## src/rtl/vimc_pkg.sv

```systemverilog
package vimc_pkg;
  localparam int unsigned OFF_MASK  = 'h020;
  localparam int unsigned OFF_EN    = 'h040;
  localparam int unsigned OFF_EDGE  = 'h060;
  localparam int unsigned OFF_CLR   = 'h080;
  localparam int unsigned OFF_PEND  = 'h0A0;
  localparam int unsigned OFF_SVC   = 'h0A8;
  localparam int unsigned OFF_AUXA  = 'h0C0;
  localparam int unsigned OFF_AUXB  = 'h0E0;
  localparam int unsigned OFF_ROUTE = 'h100;
  localparam int unsigned OFF_VEC   = 'h200;
  localparam int unsigned OFF_POL   = 'h3E0;

  typedef struct packed {
    logic [7:0] route;
    logic [7:0] vec;
  } msg_t;
endpackage

```

## src/rtl/vimc_sync.sv

```systemverilog
module vimc_sync #(
  parameter int unsigned NUM_SRC = 64
) (
  input  logic               clk_i,
  input  logic               rst_ni,
  input  logic [NUM_SRC-1:0] irq_i,
  input  logic [NUM_SRC-1:0] pol_i,
  output logic [NUM_SRC-1:0] act_o,
  output logic [NUM_SRC-1:0] evt_o
);
  logic [NUM_SRC-1:0] s1_q, s2_q, act_q;

  always_ff @(posedge clk_i or negedge rst_ni) begin
    if (!rst_ni) begin
      s1_q  <= '0;
      s2_q  <= '0;
      act_q <= '0;
    end else begin
      s1_q  <= irq_i;
      s2_q  <= s1_q;
      act_q <= act_o;
    end
  end

  assign act_o = s2_q ^ pol_i;
  assign evt_o = act_o & ~act_q;  // selected edge = rise of active level
endmodule

```

## src/rtl/vimc_regs.sv

```systemverilog
module vimc_regs
  import vimc_pkg::*;
#(
  parameter int unsigned NUM_SRC = 64,
  parameter int unsigned AW      = 10
) (
  input  logic                    clk_i,
  input  logic                    rst_ni,
  input  logic                    req_i,
  input  logic                    we_i,
  input  logic [AW-1:0]           addr_i,
  input  logic [3:0]              be_i,
  input  logic [31:0]             wdata_i,
  output logic [31:0]             rdata_o,
  input  logic [NUM_SRC-1:0]      pend_i,
  input  logic [NUM_SRC-1:0]      svc_i,
  output logic [NUM_SRC-1:0]      mask_o,
  output logic [NUM_SRC-1:0]      en_o,
  output logic [NUM_SRC-1:0]      edge_o,
  output logic [NUM_SRC-1:0]      pol_o,
  output logic [NUM_SRC-1:0]      clr_o,
  output logic [NUM_SRC-1:0][7:0] route_o,
  output logic [NUM_SRC-1:0][7:0] vec_o
);
  localparam int unsigned NW = NUM_SRC / 32;
  localparam int unsigned WW = AW - 2;
  localparam logic [WW-1:0] WA_MASK  = WW'(OFF_MASK >> 2);
  localparam logic [WW-1:0] WA_EN    = WW'(OFF_EN >> 2);
  localparam logic [WW-1:0] WA_EDGE  = WW'(OFF_EDGE >> 2);
  localparam logic [WW-1:0] WA_CLR   = WW'(OFF_CLR >> 2);
  localparam logic [WW-1:0] WA_PEND  = WW'(OFF_PEND >> 2);
  localparam logic [WW-1:0] WA_SVC   = WW'(OFF_SVC >> 2);
  localparam logic [WW-1:0] WA_AUXA  = WW'(OFF_AUXA >> 2);
  localparam logic [WW-1:0] WA_AUXB  = WW'(OFF_AUXB >> 2);
  localparam logic [WW-1:0] WA_ROUTE = WW'(OFF_ROUTE >> 2);
  localparam logic [WW-1:0] WA_VEC   = WW'(OFF_VEC >> 2);
  localparam logic [WW-1:0] WA_POL   = WW'(OFF_POL >> 2);

  logic [NW-1:0][31:0] mask_q, en_q, edge_q, pol_q, auxa_q, auxb_q;
  logic [NUM_SRC-1:0][7:0] route_q, vec_q;
  logic [WW-1:0] wa;
  logic          acc, wr;
  logic [31:0]   bm;

  assign acc = req_i && (addr_i[1:0] == 2'b00);
  assign wr  = acc && we_i;
  assign wa  = addr_i[AW-1:2];
  always_comb for (int b = 0; b < 4; b++) bm[8*b +: 8] = {8{be_i[b]}};

  function automatic logic [31:0] upd(input logic [31:0] old, input logic [31:0] d,
                                      input logic [31:0] m);
    return (old & ~m) | (d & m);
  endfunction

  always_ff @(posedge clk_i or negedge rst_ni) begin
    if (!rst_ni) begin
      mask_q  <= '1;
      en_q    <= '0;
      edge_q  <= '0;
      pol_q   <= '0;
      auxa_q  <= '0;
      auxb_q  <= '0;
      route_q <= '0;
      vec_q   <= '0;
    end else if (wr) begin
      for (int w = 0; w < NW; w++) begin
        if (wa == WA_MASK + WW'(w)) mask_q[w] <= upd(mask_q[w], wdata_i, bm);
        if (wa == WA_EN   + WW'(w)) en_q[w]   <= upd(en_q[w],   wdata_i, bm);
        if (wa == WA_EDGE + WW'(w)) edge_q[w] <= upd(edge_q[w], wdata_i, bm);
        if (wa == WA_POL  + WW'(w)) pol_q[w]  <= upd(pol_q[w],  wdata_i, bm);
        if (wa == WA_AUXA + WW'(w)) auxa_q[w] <= upd(auxa_q[w], wdata_i, bm);
        if (wa == WA_AUXB + WW'(w)) auxb_q[w] <= upd(auxb_q[w], wdata_i, bm);
      end
      for (int i = 0; i < NUM_SRC; i++) begin
        if (be_i[i%4] && wa == WA_ROUTE + WW'(i/4)) route_q[i] <= wdata_i[8*(i%4) +: 8];
        if (be_i[i%4] && wa == WA_VEC   + WW'(i/4)) vec_q[i]   <= wdata_i[8*(i%4) +: 8];
      end
    end
  end

  // W1C pulse, one cycle
  always_comb begin
    clr_o = '0;
    for (int w = 0; w < NW; w++)
      if (wr && wa == WA_CLR + WW'(w)) clr_o[32*w +: 32] = wdata_i & bm;
  end

  always_comb begin
    rdata_o = '0;
    if (acc && !we_i) begin
      for (int w = 0; w < NW; w++) begin
        if (wa == WA_MASK + WW'(w)) rdata_o = mask_q[w];
        if (wa == WA_EN   + WW'(w)) rdata_o = en_q[w];
        if (wa == WA_EDGE + WW'(w)) rdata_o = edge_q[w];
        if (wa == WA_POL  + WW'(w)) rdata_o = pol_q[w];
        if (wa == WA_AUXA + WW'(w)) rdata_o = auxa_q[w];
        if (wa == WA_AUXB + WW'(w)) rdata_o = auxb_q[w];
        if (wa == WA_PEND + WW'(w)) rdata_o = pend_i[32*w +: 32];
        if (wa == WA_SVC  + WW'(w)) rdata_o = svc_i[32*w +: 32];
      end
      for (int i = 0; i < NUM_SRC; i++) begin
        if (wa == WA_ROUTE + WW'(i/4)) rdata_o[8*(i%4) +: 8] = route_q[i];
        if (wa == WA_VEC   + WW'(i/4)) rdata_o[8*(i%4) +: 8] = vec_q[i];
      end
    end
  end

  assign mask_o  = mask_q;
  assign en_o    = en_q;
  assign edge_o  = edge_q;
  assign pol_o   = pol_q;
  assign route_o = route_q;
  assign vec_o   = vec_q;
endmodule

```

## src/rtl/vimc_arb.sv

```systemverilog
module vimc_arb
  import vimc_pkg::*;
#(
  parameter int unsigned NUM_SRC = 64
) (
  input  logic                    clk_i,
  input  logic                    rst_ni,
  input  logic [NUM_SRC-1:0]      elig_i,
  input  logic [NUM_SRC-1:0][7:0] route_i,
  input  logic [NUM_SRC-1:0][7:0] vec_i,
  input  logic                    ready_i,
  output logic                    valid_o,
  output msg_t                    msg_o,
  output logic [NUM_SRC-1:0]      acc_o
);
  localparam int unsigned IW = $clog2(NUM_SRC);

  logic [IW-1:0] sel, idx_q;
  logic          any;

  always_comb begin
    sel = '0;
    any = 1'b0;
    for (int i = NUM_SRC - 1; i >= 0; i--)
      if (elig_i[i]) begin
        sel = IW'(i);
        any = 1'b1;
      end
  end

  always_ff @(posedge clk_i or negedge rst_ni) begin
    if (!rst_ni) begin
      valid_o <= 1'b0;
      msg_o   <= '0;
      idx_q   <= '0;
    end else if (!valid_o) begin
      if (any) begin
        valid_o   <= 1'b1;
        msg_o.route <= route_i[sel];
        msg_o.vec   <= vec_i[sel];
        idx_q     <= sel;
      end
    end else if (ready_i) begin
      valid_o <= 1'b0;
    end
  end

  assign acc_o = (valid_o && ready_i) ? (NUM_SRC'(1) << idx_q) : '0;
endmodule

```

## src/rtl/vimc_top.sv

```systemverilog
module vimc_top
  import vimc_pkg::*;
#(
  parameter int unsigned NUM_SRC = 64,
  parameter int unsigned AW      = 10
) (
  input  logic               clk_i,
  input  logic               rst_ni,
  input  logic [NUM_SRC-1:0] irq_i,
  input  logic               reg_req_i,
  input  logic               reg_we_i,
  input  logic [AW-1:0]      reg_addr_i,
  input  logic [3:0]         reg_be_i,
  input  logic [31:0]        reg_wdata_i,
  output logic [31:0]        reg_rdata_o,
  output logic               msg_valid_o,
  input  logic               msg_ready_i,
  output logic [7:0]         msg_vec_o,
  output logic [7:0]         msg_route_o
);
  logic [NUM_SRC-1:0] mask, en, edge_m, pol, clr, act, evt;
  logic [NUM_SRC-1:0] ep_q, svc_q, pend, elig, acc;
  logic [NUM_SRC-1:0][7:0] route, vec;
  msg_t msg;

  vimc_regs #(.NUM_SRC(NUM_SRC), .AW(AW)) u_regs (
    .clk_i, .rst_ni,
    .req_i(reg_req_i), .we_i(reg_we_i), .addr_i(reg_addr_i), .be_i(reg_be_i),
    .wdata_i(reg_wdata_i), .rdata_o(reg_rdata_o),
    .pend_i(pend), .svc_i(svc_q),
    .mask_o(mask), .en_o(en), .edge_o(edge_m), .pol_o(pol), .clr_o(clr),
    .route_o(route), .vec_o(vec)
  );

  vimc_sync #(.NUM_SRC(NUM_SRC)) u_sync (
    .clk_i, .rst_ni, .irq_i, .pol_i(pol), .act_o(act), .evt_o(evt)
  );

  // accept consumes a latched edge; an edge in the same cycle still latches
  always_ff @(posedge clk_i or negedge rst_ni) begin
    if (!rst_ni) begin
      ep_q  <= '0;
      svc_q <= '0;
    end else begin
      ep_q  <= (ep_q & ~clr & ~acc) | (evt & edge_m);
      svc_q <= (svc_q & ~clr) | acc;
    end
  end

  assign pend = (edge_m & ep_q) | (~edge_m & act);
  assign elig = pend & ~mask & en & ~svc_q;

  vimc_arb #(.NUM_SRC(NUM_SRC)) u_arb (
    .clk_i, .rst_ni, .elig_i(elig), .route_i(route), .vec_i(vec),
    .ready_i(msg_ready_i), .valid_o(msg_valid_o), .msg_o(msg), .acc_o(acc)
  );

  assign msg_vec_o   = msg.vec;
  assign msg_route_o = msg.route;
endmodule

```

## config.mk

```make
export PLATFORM = sky130hd
export DESIGN_NAME = vimc_top
export DESIGN_NICKNAME = d
export VERILOG_FILES = /design/src/rtl/vimc_pkg.sv /design/src/rtl/vimc_sync.sv /design/src/rtl/vimc_regs.sv /design/src/rtl/vimc_arb.sv /design/src/rtl/vimc_top.sv
export SDC_FILE = /design/constraint.sdc
export NUM_CORES = 2
export LEC_CHECK = 0
export ABC_CLOCK_PERIOD_IN_PS = 3800
export BUFFER_PORTS_ARGS = -buffer_cell sky130_fd_sc_hd__buf_2
export CORE_MARGIN = 2
export CORE_UTILIZATION = 25
export DETAILED_ROUTE_END_ITERATION = 7
export PLACE_DENSITY = 0.5
export SLEW_MARGIN = 40
export SYNTH_ARGS = -nofsm -noshare
export SYNTH_HDL_FRONTEND = slang
export SYNTH_HIERARCHICAL = 1
export SYNTH_SLANG_ARGS = --single-unit
```

## constraint.sdc

```tcl
create_clock -name clk_i -period 3.8 [get_ports clk_i]
set_clock_uncertainty 0.1 [all_clocks]
set_input_delay 0.57 -clock clk_i [delete_from_list [all_inputs] [get_ports clk_i]]
set_output_delay 0.57 -clock clk_i [all_outputs]
set_load 0.03 [all_outputs]
```

==> results.json <==
{
  "arrival_ns": 5.63,
  "synthesis.area_um2": 91100,
  "reg2reg_to": "u_arb/msg_o[7]$_DFFE_PN0P_",
  "violations": "negative hold slack, negative setup slack",
  "detail_route.first_pass.iterations": 7,
  "gp_congestion": 1.02,
  "hold_ws_ns": -0.0422,
  "grt_remaining_overflow": 0,
  "pwr-share-comb": 0.130,
  "grt_usage": 0.308,
  "period_minus_slack_ns": 4.89,
  "root_buffer": "clkbuf_16",
  "antenna_found_initial": 52,
  "postSynthAreaPerCell_um2": 11.2,
  "min_path_type": "in2async",
  "yosys-top-cells-area": "dfrtp_1 (46%), mux2_2 (19%), mux2i_1 (2.6%)",
  "syn_nets": 8267,
  "seq_area_frac_synth": 0.482,
  "dp_slack_ns": -1.90,
  "wl_met1_um": 234000,
  "die_x_um": 608,
  "viasPerCell": 5.63,
  "pwr-share-seq": 0.404,
  "p_sw_frac": 0.279,
  "ys.flop_type": "dfrtp_1",
  "area_growth_pct": 44.7,
  "peakVddDrop_mv": 0.374,
  "setup_viol_count_final": 49,
  "path_max_fanout": 5,
  "initialDrtViolationCount": 10285,
  "die_h_um": 608,
  "wl_um": 590000,
  "finalCritPeriodShare": 1.29,
  "fmax_mhz": 204,
  "synthSimpleGateAreaFrac": 0.107,
  "ys_top_cells_by_count": "dfrtp_1 (1687), mux2_2 (1547), nand2_1 (519)",
  "yosysWarnings": 6,
  "endpoint": "u_arb/msg_o[7]$_DFFE_PN0P_",
  "synthXorXnorAreaFrac": 0.00615,
  "design_area_um2": 132000,
  "rows": 221,
  "rsz0062_at_grt": "yes",
  "synth-edff-count": 0,
  "status": "finished, violations left",
  "cap_viol_max_count": 0,
  "synth_top_area_frac": 0.463,
  "drive_above_1_share": 0.522,
  "place_area_um2": 114000,
  "clock-sinks": 1751,
  "p_per_area_nw_per_um2": 359,
  "start_util": 0.251,
  "io_buffer_count": 163,
  "wire_per_inst_um": 38.4,
  "endpoint_kind": "flop",
  "r2r_slack_ns": -1.09,
  "leakage_nw": 61.9,
  "critPathLaunchType": "flop",
  "p_clk_frac": 0.465,
  "required_ns": 4.54,
  "internal_power_w": 0.0341,
  "ys_async_sr_fraction": 1.00,
  "wl_met3_um": 42700,
  "cts_tree": "done",
  "dp.cells": 14632,
  "p_sw_w": 0.0132,
  "drc": 0,
  "r2r_cells": 19,
  "htreeDepth": 4,
  "yosysMostFrequentCell": "dfrtp_1",
  "wl_met2_um": 261000,
  "die-area_um2": 369000,
  "synthAdderAreaFrac": 0,
  "setup_ws_ns": -1.09,
  "synth_top_family_by_area": "multiplexers",
  "hpwl_um": 459000,
  "synth_compound_area_frac": 0.142,
  "final_cells": 15361,
  "synth_cells": 8152,
  "relSlewSlack": 0.357,
  "grt_pass1_wl_um": 783000,
  "power_w": 0.0473,
  "grt_start_max_net_pins": 105,
  "worstSetupPathType": "reg2reg",
  "pin_count": 164,
  "worstSkewPairLatency_ns": 0.96,
  "cts-buffers-inserted": 209,
  "clk_pin_slew_ns": 0.07,
  "ant_nets": 0,
  "synthMuxAreaShare": 0.229,
  "vias": 86533,
  "top_layer": "met5",
  "ctsLongestPathBuffers": 4,
  "tightest_slew_ns": 0.954,
  "finalHoldViolations": 1,
  "yosysTopAreaCell": "dfrtp_1",
  "drv_slew": 0,
  "first_global_vias": 86289,
  "synth.distinct_cells": 103,
  "ys_ff_latch": 1751,
  "final_nets": 10487,
  "coreArea_um2": 363000
}
## power groups by stage
stage / clock network [W] / logic, W / registers [W]
final: 0.0220 / 0.00616 / 0.0191
after global routing: 0.0230 / 0.00627 / 0.0191
after CTS: 0.0223 / 0.00570 / 0.0191
after detailed placement: 0 / 0.00499 / 0.0195
after global placement: 0 / 0.00497 / 0.0194
after floorplan: 0 / 0.00171 / 0.0194
## routing by layer
layer / track usage / up-vias
met4: 0.214 / 14
met1: 0.390 / 45106
met5: 0 / -
met2: 0.485 / 4940
met3: 0.0453 / 1429
li1: - / 35044
## timing repair
item,in CTS,in global routing
hold buffers,67,0
setup buffers,176,126
resized for setup,995,425
endpoints found under the hold margin,232,0
pin swaps,303,264
cloned,18,9
setup endpoints to repair,50,50
## layout by cell type, fill, tap and decap left out, types with 44 or more instances in the layout
master	count
buf_4	1894
dfrtp_1	1684
mux2_2	1529
nand2_1	500
nor2_1	467
a21oi_1	255
o21ai_0	253
buf_12	251
buf_6	233
mux2i_1	225
clkbuf_16	222
a22oi_1	156
nor3_1	155
and3_1	144
buf_2	117
nand3_1	111
mux2_4	82
inv_1	81
a221oi_1	79
a21o_1	76
o211ai_1	71
a222oi_1	69
dlygate4sd3_1	67
a22o_2	64
dfstp_2	64
and2b_2	64
nor2_2	59
o221ai_1	53
o22ai_1	51
buf_8	47
clkinv_2	46
xor2_1	46
a31oi_1	44
## critical path, stage by stage (launching register included)
cell	delay (ns)
dfrtp_1	0.41
xor2_2	0.18
mux2_4	0.18
and3_4	0.24
buf_4	0.14
nor2b_1	0.04
o21bai_1	0.16
o211ai_1	0.24
buf_4	0.23
a2111oi_4	0.52
a31oi_4	0.06
buf_12	0.18
bufbuf_16	0.29
buf_4	0.14
buf_6	0.14
mux2i_1	0.12
buf_4	0.17
o21ai_0	0.74
a21oi_1	0.25
o211ai_1	0.22
## worst min path at each step
stage                                endpoint  slack (ns)  cells after the start
finish               u_sync/s1_q[2]$_DFF_PN0_       -0.04                      2
global route         u_sync/s1_q[2]$_DFF_PN0_        0.03                      2
CTS                  u_sync/s1_q[2]$_DFF_PN0_        0.01                      2
detailed placement  u_sync/s2_q[30]$_DFF_PN0_        0.23                      0
global placement    u_sync/s2_q[21]$_DFF_PN0_        0.23                      0
floorplan                   ep_q[0]$_DFF_PN0_        0.17                      0
## through the flow
step | util | setup TNS (ns)
6_report | 0.364 | -33.61
5_1_grt | 0.363 | -34.71
4_1_cts | 0.355 | -33.55
3_5_place_dp | 0.315 | -74.02
3_3_place_gp | 0.315 | -75.69
2_1_floorplan | - | -0.870
## cells by family (layout without fill, tap and decap cells)
logic type / after synthesis / count (layout)
DFF: 1751 / 1751
xor gates and xnor gates: 64 / 64
AOI/OAI and AO/OA: 1819 / 1819
and+or+nand+nor: 1943 / 1945
muxes: 1852 / 1852
other: 0 / 21
buffers and inverters: 723 / 3115
## final cells by class
type / instances / area, um2
flip-flops and latches: 1751 / 43900
well taps: 4794 / 6000
multi-input cells: 5680 / 49300
repair buffers: 2647 / 24900
diodes: 21 / 52.6
inverters: 83 / 312
fillers: 35911 / 231000
clock inverters: 100 / 1310
clock buffers: 285 / 6030
Note: power is estimated with default switching activity, not from simulation.
